### src/rtl/e1cb_pkg.sv
package e1cb_pkg;
    typedef enum logic {
        TRK_HUNT,
        TRK_LOCK
    } trk_state_t;
endpackage

### src/rtl/e1cb_regfile.sv
module e1cb_regfile #(
    parameter int                NUM_SLOTS = 32,
    parameter int                REG_W     = 8,
    parameter int                ADDR_W    = 8,
    parameter logic [ADDR_W-1:0] RX_BASE   = 8'h2B,
    parameter logic [ADDR_W-1:0] TX_BASE   = 8'h22,
    parameter logic [ADDR_W-1:0] CTRL_ADDR = 8'h1A,
    parameter int                MODE_BIT  = 0,
    localparam int               NREG      = NUM_SLOTS / REG_W
) (
    input  logic                 clk,
    input  logic                 rst_n,
    input  logic [ADDR_W-1:0]    reg_addr,
    input  logic                 reg_wr,
    input  logic [REG_W-1:0]     reg_wdata,
    output logic [REG_W-1:0]     reg_rdata,
    output logic [NUM_SLOTS-1:0] rx_mask,
    output logic [NUM_SLOTS-1:0] tx_mask,
    output logic                 alt_mode
);
    logic [REG_W-1:0] rx_byte_q [NREG];
    logic [REG_W-1:0] tx_byte_q [NREG];
    logic             mode_q;

    // One storage byte per mask register; the generate index selects the address.
    for (genvar k = 0; k < NREG; k++) begin : g_byte
        always_ff @(posedge clk or negedge rst_n) begin
            if (!rst_n) begin
                rx_byte_q[k] <= '0;
            end else if (reg_wr && reg_addr == ADDR_W'(RX_BASE + k)) begin
                rx_byte_q[k] <= reg_wdata;
            end
        end

        always_ff @(posedge clk or negedge rst_n) begin
            if (!rst_n) begin
                tx_byte_q[k] <= '0;
            end else if (reg_wr && reg_addr == ADDR_W'(TX_BASE + k)) begin
                tx_byte_q[k] <= reg_wdata;
            end
        end

        assign rx_mask[k*REG_W +: REG_W] = rx_byte_q[k];
        assign tx_mask[k*REG_W +: REG_W] = tx_byte_q[k];
    end

    always_ff @(posedge clk or negedge rst_n) begin
        if (!rst_n) begin
            mode_q <= 1'b0;
        end else if (reg_wr && reg_addr == CTRL_ADDR) begin
            mode_q <= reg_wdata[MODE_BIT];
        end
    end

    assign alt_mode = mode_q;

    always_comb begin
        reg_rdata = '0;
        for (int k = 0; k < NREG; k++) begin
            if (reg_addr == ADDR_W'(RX_BASE + k)) reg_rdata = rx_byte_q[k];
            if (reg_addr == ADDR_W'(TX_BASE + k)) reg_rdata = tx_byte_q[k];
        end
        if (reg_addr == CTRL_ADDR) reg_rdata[MODE_BIT] = mode_q;
    end
endmodule

### src/rtl/e1cb_slot_tracker.sv
module e1cb_slot_tracker
    import e1cb_pkg::*;
#(
    parameter  int NUM_SLOTS = 32,
    parameter  int SLOT_BITS = 8,
    localparam int FRAME_BITS = NUM_SLOTS * SLOT_BITS,
    localparam int CNT_W      = $clog2(FRAME_BITS),
    localparam int BIT_W      = $clog2(SLOT_BITS),
    localparam int CH_W       = $clog2(NUM_SLOTS)
) (
    input  logic             clk,
    input  logic             rst_n,
    input  logic             bit_tick,
    input  logic             fsync,
    output logic             slot_start,
    output logic [CH_W-1:0]  next_ch,
    output logic             tracking,
    output logic [CNT_W-1:0] bit_cnt
);
    trk_state_t       state_q, state_d;
    logic [CNT_W-1:0] cnt_q, cnt_d;
    logic [CH_W-1:0]  cur_ch;
    logic             last_bit;

    assign cur_ch   = cnt_q[CNT_W-1:BIT_W];
    assign last_bit = (cnt_q[BIT_W-1:0] == BIT_W'(SLOT_BITS - 1));

    // State register
    always_ff @(posedge clk or negedge rst_n) begin
        if (!rst_n) begin
            state_q <= TRK_HUNT;
            cnt_q   <= '0;
        end else begin
            state_q <= state_d;
            cnt_q   <= cnt_d;
        end
    end

    // Next state and outputs
    always_comb begin
        state_d    = state_q;
        cnt_d      = cnt_q;
        slot_start = 1'b0;
        next_ch    = '0;
        unique case (state_q)
            TRK_HUNT: begin
                // acquire
                if (bit_tick && fsync) begin
                    state_d    = TRK_LOCK;
                    cnt_d      = '0;
                    slot_start = 1'b1;
                end
            end
            TRK_LOCK: begin
                if (bit_tick) begin
                    if (fsync) begin
                        // realign
                        cnt_d      = '0;
                        slot_start = 1'b1;
                    end else begin
                        // advance
                        cnt_d = (cnt_q == CNT_W'(FRAME_BITS - 1)) ? '0 : cnt_q + 1'b1;
                        if (last_bit) begin
                            slot_start = 1'b1;
                            next_ch    = (cur_ch == CH_W'(NUM_SLOTS - 1)) ? '0 : cur_ch + 1'b1;
                        end
                    end
                end
            end
            default: state_d = TRK_HUNT;
        endcase
    end

    assign tracking = (state_q == TRK_LOCK);
    assign bit_cnt  = cnt_q;
endmodule

### src/rtl/e1cb_gate_out.sv
module e1cb_gate_out #(
    parameter  int NUM_SLOTS = 32,
    localparam int CH_W      = $clog2(NUM_SLOTS)
) (
    input  logic                 clk,
    input  logic                 rst_n,
    input  logic                 slot_start,
    input  logic [CH_W-1:0]      next_ch,
    input  logic [NUM_SLOTS-1:0] rx_mask,
    input  logic [NUM_SLOTS-1:0] tx_mask,
    input  logic                 alt_mode,
    output logic                 rx_gate,
    output logic                 tx_gate,
    output logic                 sig_sel
);
    logic rx_bit, tx_bit;

    assign rx_bit = rx_mask[next_ch];
    assign tx_bit = tx_mask[next_ch];

    // Outputs load only at a timeslot start, so they hold for the whole channel.
    always_ff @(posedge clk or negedge rst_n) begin
        if (!rst_n) begin
            rx_gate <= 1'b0;
            tx_gate <= 1'b0;
            sig_sel <= 1'b0;
        end else if (slot_start) begin
            rx_gate <= rx_bit;
            tx_gate <= tx_bit & ~alt_mode;
            sig_sel <= tx_bit & alt_mode;
        end
    end
endmodule

### src/rtl/e1_chan_gate.sv
module e1_chan_gate #(
    parameter  int                NUM_SLOTS = 32,
    parameter  int                SLOT_BITS = 8,
    parameter  int                REG_W     = 8,
    parameter  int                ADDR_W    = 8,
    parameter  logic [ADDR_W-1:0] RX_BASE   = 8'h2B,
    parameter  logic [ADDR_W-1:0] TX_BASE   = 8'h22,
    parameter  logic [ADDR_W-1:0] CTRL_ADDR = 8'h1A,
    parameter  int                MODE_BIT  = 0,
    localparam int                CH_W      = $clog2(NUM_SLOTS),
    localparam int                CNT_W     = $clog2(NUM_SLOTS * SLOT_BITS)
) (
    input  logic              clk,
    input  logic              rst_n,
    input  logic              bit_tick,
    input  logic              fsync,
    input  logic [ADDR_W-1:0] reg_addr,
    input  logic              reg_wr,
    input  logic [REG_W-1:0]  reg_wdata,
    output logic [REG_W-1:0]  reg_rdata,
    output logic              rx_gate,
    output logic              tx_gate,
    output logic              sig_sel
);
    logic [NUM_SLOTS-1:0] rx_mask, tx_mask;
    logic                 alt_mode;
    logic                 slot_start;
    logic [CH_W-1:0]      next_ch;
    logic                 tracking;
    logic [CNT_W-1:0]     bit_cnt;

    e1cb_regfile #(
        .NUM_SLOTS(NUM_SLOTS), .REG_W(REG_W), .ADDR_W(ADDR_W),
        .RX_BASE(RX_BASE), .TX_BASE(TX_BASE), .CTRL_ADDR(CTRL_ADDR),
        .MODE_BIT(MODE_BIT)
    ) regs_i (
        .clk(clk), .rst_n(rst_n),
        .reg_addr(reg_addr), .reg_wr(reg_wr), .reg_wdata(reg_wdata),
        .reg_rdata(reg_rdata),
        .rx_mask(rx_mask), .tx_mask(tx_mask), .alt_mode(alt_mode)
    );

    e1cb_slot_tracker #(
        .NUM_SLOTS(NUM_SLOTS), .SLOT_BITS(SLOT_BITS)
    ) trk_i (
        .clk(clk), .rst_n(rst_n),
        .bit_tick(bit_tick), .fsync(fsync),
        .slot_start(slot_start), .next_ch(next_ch),
        .tracking(tracking), .bit_cnt(bit_cnt)
    );

    e1cb_gate_out #(
        .NUM_SLOTS(NUM_SLOTS)
    ) out_i (
        .clk(clk), .rst_n(rst_n),
        .slot_start(slot_start), .next_ch(next_ch),
        .rx_mask(rx_mask), .tx_mask(tx_mask), .alt_mode(alt_mode),
        .rx_gate(rx_gate), .tx_gate(tx_gate), .sig_sel(sig_sel)
    );
endmodule

### config.mk
export PLATFORM = sky130hd
export DESIGN_NAME = e1_chan_gate
export DESIGN_NICKNAME = d
export VERILOG_FILES = /design/src/rtl/e1cb_pkg.sv /design/src/rtl/e1cb_regfile.sv /design/src/rtl/e1cb_slot_tracker.sv /design/src/rtl/e1cb_gate_out.sv /design/src/rtl/e1_chan_gate.sv
export SDC_FILE = /design/constraint.sdc
export NUM_CORES = 1
export LEC_CHECK = 0
export CORE_MARGIN = 4
export CORE_UTILIZATION = 45
export DETAILED_ROUTE_END_ITERATION = 10
export SYNTH_ARGS = -nofsm -noshare
export SYNTH_HDL_FRONTEND = slang
export SYNTH_SLANG_ARGS = --single-unit
### constraint.sdc
create_clock -name clk -period 4.6 [get_ports clk]
set_input_delay 0.69 -clock clk [delete_from_list [all_inputs] [get_ports clk]]
set_output_delay 0.69 -clock clk [all_outputs]
set_load 0.01 [all_outputs]
Word-level counts from Yosys, hierarchy flattened
Index checks and enable logic that the tools add are counted.

Eq/ne operators: 14. Mux-type cells: 29. Bitwise gates (word level): 4. Reductions and logical operators: 11. $add $sub $neg: 2. $lt $le $gt $ge: 1.

Operators by type and width (count): two-way mux 8 bit (12); equality test 8 x 6 -> 1 bit (second input constant) (8); two-way mux 5 bit (5); one-hot mux 8 bit (2 select lines) (1); binary-select mux 1 bit (select 5 bit) (2); logical AND 1 bit (10); adder 8 x 1 -> 8 bit (second input constant) (1); equality test 8 x 5 -> 1 bit (second input constant) (1); equality test 8 bit (second input constant) (1); two-way mux 1 bit (8); < comparator 5 x 6 -> 1 bit (second input constant) (1); adder 5 x 1 -> 5 bit (second input constant) (1); equality test 5 bit (second input constant) (1); equality test 3 bit (second input constant) (1); AND 1 bit (2); inequality test 2 x 1 -> 1 bit (second input constant) (1); inequality test 2 bit (second input constant) (1); NOT 1 bit (2); one-hot mux 1 bit (2 select lines) (1); AND reduction 2 bit (1).

Bits of input ports: 21. Output and inout bits: 11. Register bits: 77. Logic and storage cells: 75.

Longest topological paths before layout
Gate-level depths: netlist (run 1).

Word-level depth: 10. Depth in mapped cells: 10. Mapped depth without buffers: 9.

Hierarchy
Synthesis (run 1) repeated with hierarchy kept, for this count alone.

Cell total of the unflattened synthesis: 388. Area, all modules: 4460.5 µm².

Modules (own cells, without submodules): e1cb_regfile (area an instance 3124.2 µm², cells each 248, sequential area each 1626.6 µm², instances 1); e1cb_gate_out (area an instance 754.5 µm², cells each 74, sequential area each 75.1 µm², instances 1); e1cb_slot_tracker (area an instance 581.8 µm², cells each 66, sequential area each 225.2 µm², instances 1).

Least setup slack after synthesis (run 1)
No wires, ideal clock.

Kind: input to output. From: input reg_addr[3]. To: output reg_rdata[1]. Stages on the path: 6. Arrival: 2156 ps. Path slack: 1754 ps. Buffers on the path: 2. Data required time: 3910 ps. Cell sequence: clkbuf_1 clkbuf_1 mux2_2 a22oi_1 o22ai_1 a221o_1.

Longest elaborated chain between the ends: 9. Elaborated cells between the ends (all ways): 16. Those cells by class: eq/ne (8); mux (8).

RTL lines: start: declaration (RTL line e1_chan_gate.sv:17) `input logic [ADDR_W-1:0] reg_addr,`; equality test 8 x 6 -> 1 bit (RTL line e1cb_regfile.sv:60) `if (reg_addr == ADDR_W'(RX_BASE + k)) reg_rdata = rx_byte_q[k];`; two-way mux 8 bit (RTL line e1cb_regfile.sv:60); two-way mux 8 bit (RTL line e1cb_regfile.sv:61) `if (reg_addr == ADDR_W'(TX_BASE + k)) reg_rdata = tx_byte_q[k];`; two-way mux 8 bit (RTL line e1cb_regfile.sv:60); two-way mux 8 bit (RTL line e1cb_regfile.sv:61); two-way mux 8 bit (RTL line e1cb_regfile.sv:60); two-way mux 8 bit (RTL line e1cb_regfile.sv:61); two-way mux 8 bit (RTL line e1cb_regfile.sv:60); two-way mux 8 bit (*) (RTL line e1cb_regfile.sv:61); end: declaration (RTL line e1_chan_gate.sv:20) `output logic [REG_W-1:0] reg_rdata,`.

Every way passes the cells marked *; elsewhere a longest branch is shown, timed or not.

Worst setup path in the final report (run 1)
From: input reg_addr[4]. To: output reg_rdata[6].

Same word-level chain as after synthesis.

==> summary.md, run 1 <==
| Metric | Value |
|---|---|
| Relative slew margins | 0.3470 |
| Most common library cell in the layout ignoring fill and taps | dfrtp_1 |
| Synth top area cells | dfrtp_1 43%, mux2_2 18%, mux2i_1 4.0% |
| DP HPWL | 8669 um |
| CTS tree | built |
| Count of final setup violators | 0 |
| Startpoint types | input pin |
| CTS Buf Count | 9 |
| Crit end category | primary output |
| Overflow after GRT | 0 |
| Clock Path Buffers | 2 |
| Synth warn | 0 |
| Util after Layout | 0.5251 |
| Postcts setup bufs | 0 |
| Crit-path max FO | 9 |
| Via/cell ratio | 6.240 |
| Main synth FF type | dfrtp_1 |
| Internal | 1088 uW |
| LEAKAGE | 0.002197 uW |
| Fin. max-slew vios | 0 |
| CP startpoint | reg_addr[4] |
| Synthesized area | 4483 um2 |
| Routability Congestion | 0.9797 |
| Width of the die | 107.8 um |
| H-tree depth | 3 |
| Die Height | 107.8 um |
| Yosys top cell area share | 0.4298 |
| Clock sink count | 77 |
| Tmin final | 4218 ps |
| Gr usage total | 0.2245 |
| Fin. Hold Viols | 0 |
| Crit share post-route | 0.9169 |
| Area growth syn-to-layout | 13.95% |
| Clk_skew | 12.30 ps |
| Switching share of power | 0.2594 |
| First DRT Iteration DRCs | 327 |
| Switching pwr | 381.3 uW |
| Clk pin slew, worst setup/hold paths | 90 ps |
| Peak supply drop | 0.1348 mV |
| Maxcap violations | 0 |
| Post-synth cell types | 60 |
| Starting Density | 0.4608 |
| Pwr/cell area | 287.7 nW/um2 |
| DIE AREA | 11,620 um2 |
| Clock power share | 0.385 |
| EDFF count, synth | 0 |
| Slew @ Worst Pin | 979.5 ps |
| Post-Syn Instances | 418 |
| Antenna Nets Post-Route | 0 |
| DRC | 0 |
| Multi-input gate area | 2420 um2 |
| First-pass GRT wire length | 19,950 um |
| # rows | 36 |
| Total power | 1470 uW |
| ANT cells | 0 |
| Syn nets | 443 |
| Syn Area/Cell | 10.73 um2 |
| Seq cells post-synth | 77 |
| Total iterations of the first detailed-routing run | 5 |
| I/O Buffers | 31 |
| CP Class | in -> out |
| Crit path required time | 3910 ps |
| Total negative slack | 0 ps |
| Comb pwr share | 0.109 |
| Sequential Power Share | 0.506 |
| Area leader, netlist | dfrtp_1 |
| Asr flop ratio synth | 1.000 |
| PostCTS Resize Cnt | 0 |
| Core Footprint | 9729 um2 |
| CTS Root Cell | clkbuf_8 |
| Detailed Route WL | 12,370 um |
| Layout Nets | 466 |
| Worst-Skew Late Latency | 370 ps |
| Hold-fix buffers at CTS | 0 |
| Pin count of the biggest net entering global routing | 78 |
| Outcome | completed |
| Layout cell share with drive strength beyond 1 | 0.2427 |
| Critical path arrival | 3530 ps |
| Fillers | 894 |
| DR WL/cell | 21.39 um |
| Reg2Reg Launch Point | trk_i.bit_cnt[4] |
| Worst min-delay path category | in -> async |
| # IOs | 32 |
| WHS | 464.9 ps |
| Vias | 3,607 |
| Initial antenna violation count | 0 |
| RSZ-0062 raised after global routing | no |
| Fmax | 237.1 MHz |
| Sequential element share of the synthesized area | 0.4298 |
| Most frequent cells in the layout | 77 x dfrtp_1, 72 x mux2_2, 30 x clkdlybuf4s50_1 |
| FF/Latch Area | 1927 um2 |
| Vias in the first global route | 3,558 |
-- cells by family (layout without fill, tap and decap cells) --
| kind of cell | Yosys count | count (layout) | share of synthesized area |
|---|---|---|---|
| mux | 93 | 93 | 0.2361 |
| compound gates | 110 | 110 | 0.1711 |
| fa+ha+maj | 4 | 4 | 0.01116 |
| xor+xnor | 3 | 3 | 0.01172 |
| buf+inv | 34 | 61 | 0.03042 |
| simple gates | 97 | 97 | 0.1097 |
| flops | 77 | 77 | 0.4298 |
-- final timing paths --
check	to	cells past startpoint	slack [ps]
setup reg to reg	out_i.sig_sel	9	1430
min in group clk	out_i.sig_sel	2	530
setup / recovery	reg_rdata[6]	7	380
hold reg to reg	out_i.sig_sel	2	530
max in group asynchronous	regs_i.rx_mask[2]	1	3490
hold / removal	regs_i.tx_mask[24]	1	460
-- layout make-up --
class,instances,area share
Clock buffer,9,0.02425
Clock inverter,6,0.01739
Inverter,10,0.007348
Multi-Input combinational cell,307,0.4737
Sequential cell,77,0.3772
Tap cell,133,0.03257
Timing Repair Buffer,36,0.06760
-- state kept, by name, summed over array words and instances (netlist names) --
register / cells
out_i.tx_gate: 1
out_i.sig_sel: 1
out_i.rx_gate: 1
regs_i.tx_mask: 32
trk_i.bit_cnt: 8
regs_i.rx_mask: 32
regs_i.alt_mode: 1
trk_i.tracking: 1
-- cells in the mapped netlist, drive strengths merged, types with 8 or more instances --
cell,instances
dfrtp,77
nor2,26
mux2i,18
o21ai,21
o22ai,9
inv,10
a22oi,8
mux2,72
a21oi,23
nand3,10
clkbuf,17
nand2,24
-- layer usage --
layer | share of wire | track usage
met4 | 0.028 | 0.08837
met3 | 0.055 | 0.04199
met1 | 0.46 | 0.3169
met5 | 0 | 0
met2 | 0.46 | 0.3410
-- power by group through the flow --
stage	combinational [uW]	sequential [uW]	clock [uW]
after detailed placement	160	756	0
final	160	743	566
after global routing	177	748	607
after global placement	157	755	0
after CTS	160	743	573
after floorplan	92.4	744	0
-- worst max-delay path: stages --
cell and delay, ps:
clkdlybuf4s50_1 440, nor4b_2 450, nand3b_1 370, nor2_1 310
and2_1 460, a221o_1 260, clkdlybuf4s50_1 540
-- through the flow --
step | instance area (um2) | setup slack [ps] | instances
floorplan | 4483 | 1754 | 418
global placement | 4896 | 554.5 | 563
detailed placement | 4896 | 432.1 | 563
CTS | 5109 | 424.6 | 578
global route | 5109 | 161.5 | 578
finish | 5109 | 382.1 | 578
Power figures use the tool's default switching activity.
==> run 2: changes to the inputs <==
- CORE_MARGIN: 4 -> 3
==> summary.md, run 2 (same netlist as run 1, synthesis figures left out) <==
| Metric | Value |
|---|---|
| Outcome | completed |
| LEAKAGE | 0.002199 uW (about the same) |
| R2r worst-path depth | 9 (unchanged) |
| CTS Buf Count | 9 (unchanged) |
| Fin. Hold Viols | 0 (unchanged) |
| Width of the die | 105.8 um (-1.9%) |
| Pin count of the biggest net entering global routing | 78 (unchanged) |
| Vias | 3,608 (+0.028%) |
| Die Height | 105.8 um (-1.9%) |
| Critical path arrival | 3320 ps (-210 ps) |
| Clk_skew | 11.59 ps (-0.7123 ps) |
| Gr usage total | 0.2294 (+0.004878) |
| Overflow after GRT | 0 (unchanged) |
| Crit-path max FO | 12 (+3) |
| Switching share of power | 0.2700 (+0.01059) |
| Vias in the first global route | 3,598 (+1.1%) |
| Metal2 WL | 5842 um (+3.6%) |
| Layout Nets | 468 (+0.43%) |
| Clk pin slew, worst setup/hold paths | 80 ps (about the same) |
| CTS tree | built |
| Clock sink count | 77 (unchanged) |
| Switching pwr | 385.7 uW (+1.2%) |
| Layout cell share with drive strength beyond 1 | 0.2455 (+0.002839) |
| Util after Layout | 0.5397 (+0.01461) |
| Fin. max-slew vios | 0 (unchanged) |
| Pwr/cell area | 279.8 nW/um2 (-2.7%) |
| ANT cells | 0 (unchanged) |
| Worst min-delay path category | in -> async |
| Detailed Route WL | 12,380 um (+0.13%) |
| Most common library cell in the layout ignoring fill and taps | dfrtp_1 |
| Reg-to-reg setup timing slack | 1450 ps (+20 ps) |
| Total negative slack | 0 ps (unchanged) |
| Peak supply drop | 0.1378 mV (+2.2%) |
| Maxcap violations | 0 (unchanged) |
| Tmin final | 4010 ps (-207.7 ps) |
| DRC | 0 (unchanged) |
| Clock power share | 0.366 (-0.019) |
| Relative slew margins | 0.3435 (-0.003461) |
| Antenna Nets Post-Route | 0 (unchanged) |
| Count of final setup violators | 0 (unchanged) |
| Area growth syn-to-layout | 13.87% (about the same) |
| # rows | 35 (-2.8%) |
| Hold-fix buffers at CTS | 0 (unchanged) |
| Internal | 1043 uW (-4.2%) |
| First DRT Iteration DRCs | 308 (-5.8%) |
| Crit share post-route | 0.8718 (-0.04515) |
| DIE AREA | 11,200 um2 (-3.7%) |
| DP HPWL | 8794 um (+1.4%) |
| Comb pwr share | 0.113 (+0.004) |
| Most frequent cells in the layout | 77 x dfrtp_1, 72 x mux2_2, 30 x clkdlybuf4s50_1 |
| Worst-Skew Late Latency | 350 ps (-20 ps) |
| Metal-1 WL | 5710 um (+0.25%) |
| I/O Buffers | 31 (unchanged) |
| Routability Congestion | 0.8964 (-8.5%) |
| Clock Path Buffers | 2 (unchanged) |
| Via/cell ratio | 6.253 (+0.20%) |
| Fillers | 875 (-2.1%) |
| Startpoint types | input pin |
| Initial antenna violation count | 0 (unchanged) |
| Reg2Reg Launch Point | trk_i.bit_cnt[4] |
| Total iterations of the first detailed-routing run | 5 (unchanged) |
| CP startpoint | reg_addr[4] |
| DR WL/cell | 21.46 um (+0.30%) |
| PostCTS Resize Cnt | 0 (unchanged) |
| FF-to-FF End | out_i.sig_sel |
| First-pass GRT wire length | 20,030 um (+0.42%) |
| # IOs | 32 (unchanged) |
| Slew @ Worst Pin | 984.7 ps (+5.191 ps) |
| Crit path required time | 3910 ps (about the same) |
| Sequential Power Share | 0.521 (+0.015) |
| CTS Root Cell | clkbuf_8 |
| Starting Density | 0.4739 (+0.01317) |
| RSZ-0062 raised after global routing | no |
| WL met3 | 617 um (-9.8%) |
| Core Footprint | 9459 um2 (-2.8%) |
| Fmax | 249.4 MHz (+5.2%) |
| Top sig layer | met4 |
| Crit end category | primary output |
| CP Class | in -> out |
| Postcts setup bufs | 0 (unchanged) |
| H-tree depth | 3 (unchanged) |
[run 2: cell count changes in the layout (fill, tap and decap cells not counted), sizes merged]
| cell | delta |
|---|---|
| inv | +2 |
| buf | +2 |
| clkinv | -1 |
| clkbuf | +1 |
| bufinv | -1 |
[run 2: how the worst max path moves through the flow]
stage / endpoint / slack, ps / cells past startpoint
floorplan: reg_rdata[1] / 1750 / 6
global placement: reg_rdata[0] / 680 / 8
detailed placement: reg_rdata[0] / 600 / 8
CTS: reg_rdata[0] / 580 / 8
global route: reg_rdata[0] / 310 / 8
finish: reg_rdata[0] / 590 / 8
[run 2: power by group through the flow]
stage          Combinational (uW)  Sequential, uW  Clock, uW
3_5_place_dp                  161             756          0
6_report                      161             744        523
5_1_grt                       177             748        570
4_1_cts                       162             743        535
3_3_place_gp                  159             756          0
2_1_floorplan                92.4             744          0
[run 2: area by class of cell]
cell class	count	area [um2]	share of cell area
Sequential cell	77	1927	0.3775
Tap cell	129	161.4	0.03162
Clock buffer	10	127.6	0.02500
Timing Repair Buffer	38	360.3	0.07059
Multi-Input combinational cell	307	2420	0.4740
Inverter	10	37.54	0.007353
Clock inverter	6	71.32	0.01397
[run 2: routing by layer]
metal / GRT usage / vias to the layer above
met3: 0.03919 / 21
li1: - / 1638
met1: 0.3255 / 1831
met4: 0.05828 / 0
met5: 0 / -
met2: 0.3657 / 118
[run 2: metrics by stage]
stage | power, uW | hold WS [ps] | std cells | instance area (um2) | setup slack (ps)
2_1_floorplan | 836.9 | 394.4 | 418 | 4483 | 1754
4_1_cts | 1440 | 522.7 | 577 | 5105 | 583.3
6_report | 1428 | 484.4 | 577 | 5105 | 589.8
5_1_grt | 1495 | 552.7 | 577 | 5105 | 312.2
3_3_place_gp | 914.2 | 506.8 | 561 | 4906 | 677.6
3_5_place_dp | 917.2 | 492.7 | 561 | 4906 | 604.6
[run 2: critical path, stage by stage]
cell,delay (ps)
clkdlybuf4s50_1,420
nor4b_2,410
nand3b_1,440
nor3b_1,330
a311o_1,150
o2111ai_1,100
a31oi_1,200
clkdlybuf4s50_1,570
==> run 3: changes to the inputs <==
--- a/config.mk
+++ b/config.mk
@@ -6,7 +6,9 @@
 export NUM_CORES = 1
 export LEC_CHECK = 0
+export CORE_ASPECT_RATIO = 2
 export CORE_MARGIN = 3
 export CORE_UTILIZATION = 45
 export DETAILED_ROUTE_END_ITERATION = 10
+export SLEW_MARGIN = 15
 export SYNTH_ARGS = -nofsm -noshare
 export SYNTH_HDL_FRONTEND = slang
==> constraint.sdc (replaced) <==
create_clock -name clk -period 4.6 [get_ports clk]
set_input_delay 0.92 -clock clk [delete_from_list [all_inputs] [get_ports clk]]
set_output_delay 0.92 -clock clk [all_outputs]
set_load 0.01 [all_outputs]
==> summary.md, run 3 (same netlist as run 1, synthesis figures left out) <==
| Metric | Value |
|---|---|
| Die Height | 147.2 um (+39%) |
| Slew @ Worst Pin | 994.7 ps (+10.02 ps) |
| Tmin final | 4371 ps (+360.9 ps) |
| Layout Nets | 467 (-0.21%) |
| Crit-path max FO | 8 (-4) |
| First DRT Iteration DRCs | 318 (+3.2%) |
| I/O Buffers | 31 (unchanged) |
| CP Class | in -> out |
| Antenna Nets Post-Route | 0 (unchanged) |
| Width of the die | 76.58 um (-28%) |
| Fin. Hold Viols | 0 (unchanged) |
| Switching share of power | 0.2479 (-0.02216) |
| Switching pwr | 397.2 uW (+3.0%) |
| Area growth syn-to-layout | 16.08% |
| Core Footprint | 9509 um2 (+0.53%) |
| Relative slew margins | 0.3368 (-0.006677) |
| Detailed Route WL | 13,400 um (+8.2%) |
| Crit path required time | 3680 ps (-230 ps) |
| H-tree depth | 3 (unchanged) |
| Routability Congestion | 0.9912 (+11%) |
| Hold Crit Depth | 2 |
| Total negative slack | 0 ps (unchanged) |
| Worst-Skew Late Latency | 340 ps (about the same) |
| Outcome | completed |
| Count of final setup violators | 0 (unchanged) |
| Fmax | 228.8 MHz (-8.3%) |
| # IOs | 32 (unchanged) |
| LEAKAGE | 0.002249 uW (+2.3%) |
| Most frequent cells in the layout | 77 x dfrtp_1, 72 x mux2_2, 30 x clkdlybuf4s50_1 |
| Hold-fix buffers at CTS | 0 (unchanged) |
| Initial antenna violation count | 0 (unchanged) |
| Fillers | 878 (+0.34%) |
| Reg-to-reg setup timing slack | 1420 ps (-30 ps) |
| Reg2Reg Launch Point | trk_i.bit_cnt[4] |
| Most common library cell in the layout ignoring fill and taps | dfrtp_1 |
| Startpoint types | input pin |
| ANT cells | 0 (unchanged) |
| Hold Path Sink | out_i.rx_gate |
| DP HPWL | 9643 um (+9.7%) |
| Pin count of the biggest net entering global routing | 78 (unchanged) |
| CTS Buf Count | 9 (unchanged) |
| Clk pin slew, worst setup/hold paths | 60 ps (-20 ps) |
| Worst min-delay path category | reg -> reg |
| Comb pwr share | 0.103 (-0.010) |
| R2r worst-path depth | 9 (unchanged) |
| Crit end category | primary output |
| Internal | 1205 uW (+16%) |
| Clock sink count | 77 (unchanged) |
| DRC | 0 (unchanged) |
| Sequential Power Share | 0.465 (-0.056) |
| Clock Path Buffers | 2 (unchanged) |
| # rows | 50 (+43%) |
| Vias | 3,646 (+1.1%) |
| Clock power share | 0.432 (+0.066) |
| CTS Root Cell | clkbuf_16 |
| Postcts setup bufs | 0 (unchanged) |
| CTS tree | built |
| Gr usage total | 0.2493 (+0.01986) |
| Crit share post-route | 0.9502 (+0.07846) |
| RSZ-0062 raised after global routing | no |
| Pwr/cell area | 307.9 nW/um2 (+10%) |
| PostCTS Resize Cnt | 0 (unchanged) |
| DIE AREA | 11,270 um2 (+0.65%) |
| Layout cell share with drive strength beyond 1 | 0.2461 (+0.0005493) |
| Starting Density | 0.4714 (-0.002494) |
| Hold Path Origin | out_i.rx_gate |
| Clk_skew | 5.061 ps (-6.527 ps) |
| Fin. max-slew vios | 0 (unchanged) |
| Via/cell ratio | 6.319 (+1.1%) |
| DR WL/cell | 23.23 um (+8.2%) |
| Total iterations of the first detailed-routing run | 6 (+1) |
| FF-to-FF End | out_i.tx_gate |
| Peak supply drop | 0.2405 mV (+74%) |
| Maxcap violations | 0 (unchanged) |
| Critical path arrival | 3450 ps (+130 ps) |
| Total power | 1602 uW (+12%) |
| First-pass GRT wire length | 21,470 um (+7.2%) |
| Vias in the first global route | 3,752 (+4.3%) |
| Overflow after GRT | 0 (unchanged) |
==> run 3: worst max path at each step <==
stage / start / to / slack [ps]
final: reg_addr[4] / reg_rdata[6] / 230
after global routing: reg_addr[4] / reg_rdata[4] / 70
after CTS: reg_addr[4] / reg_rdata[1] / 210
after detailed placement: reg_addr[4] / reg_rdata[1] / 220
after global placement: reg_addr[4] / reg_rdata[4] / 260
after floorplan: reg_addr[3] / reg_rdata[1] / 1290
==> run 3: stage by stage <==
step | util | hold slack [ps] | instance area, um2 | setup WS (ps) | cells
after global placement | 0.5166 | 497.0 | 4912 | 256.6 | 561
after detailed placement | 0.5166 | 495.0 | 4912 | 218.4 | 561
after global routing | 0.5472 | 550.0 | 5204 | 66.71 | 577
final | 0.5472 | 529.6 | 5204 | 228.9 | 577
after CTS | 0.5472 | 518.4 | 5204 | 211.3 | 577
after floorplan | - | 487.3 | 4483 | 1294 | 418
==> run 3: power groups by stage <==
| stage | logic (uW) | registers, uW | clock network [uW] |
|---|---|---|---|
| global placement | 161 | 755 | 0 |
| floorplan | 92.4 | 744 | 0 |
| CTS | 166 | 744 | 708 |
| global route | 181 | 749 | 733 |
| detailed placement | 165 | 757 | 0 |
| finish | 165 | 745 | 693 |
==> run 3: final cells by class <==
type                    count  area, um2  area share
flip-flops and latches     77       1927      0.3703
clock buffers               9      225.2     0.04328
repair buffers             37      365.4     0.07021
clock inverters             7      66.31     0.01274
inverters                  10      37.54    0.007213
multi-input cells         307       2420      0.4650
well taps                 130      162.7     0.03126
==> run 3: layer usage <==
layer | global-route usage | wire length [um] | vias to the layer above
li1 | - | - | 1633
met1 | 0.2772 | 4983 | 1833
met2 | 0.4493 | 7172 | 146
met3 | 0.03926 | 588 | 34
met4 | 0.1343 | 658 | 0
met5 | 0 | 0 | -
==> run 3: worst max-delay path, cell delays in order <==
cell and delay (ps):
clkdlybuf4s50_1 440, nor4b_2 430, nand3b_1 150, nor2_1 220, and2_1 500, a221o_1 250
clkdlybuf4s50_1 540
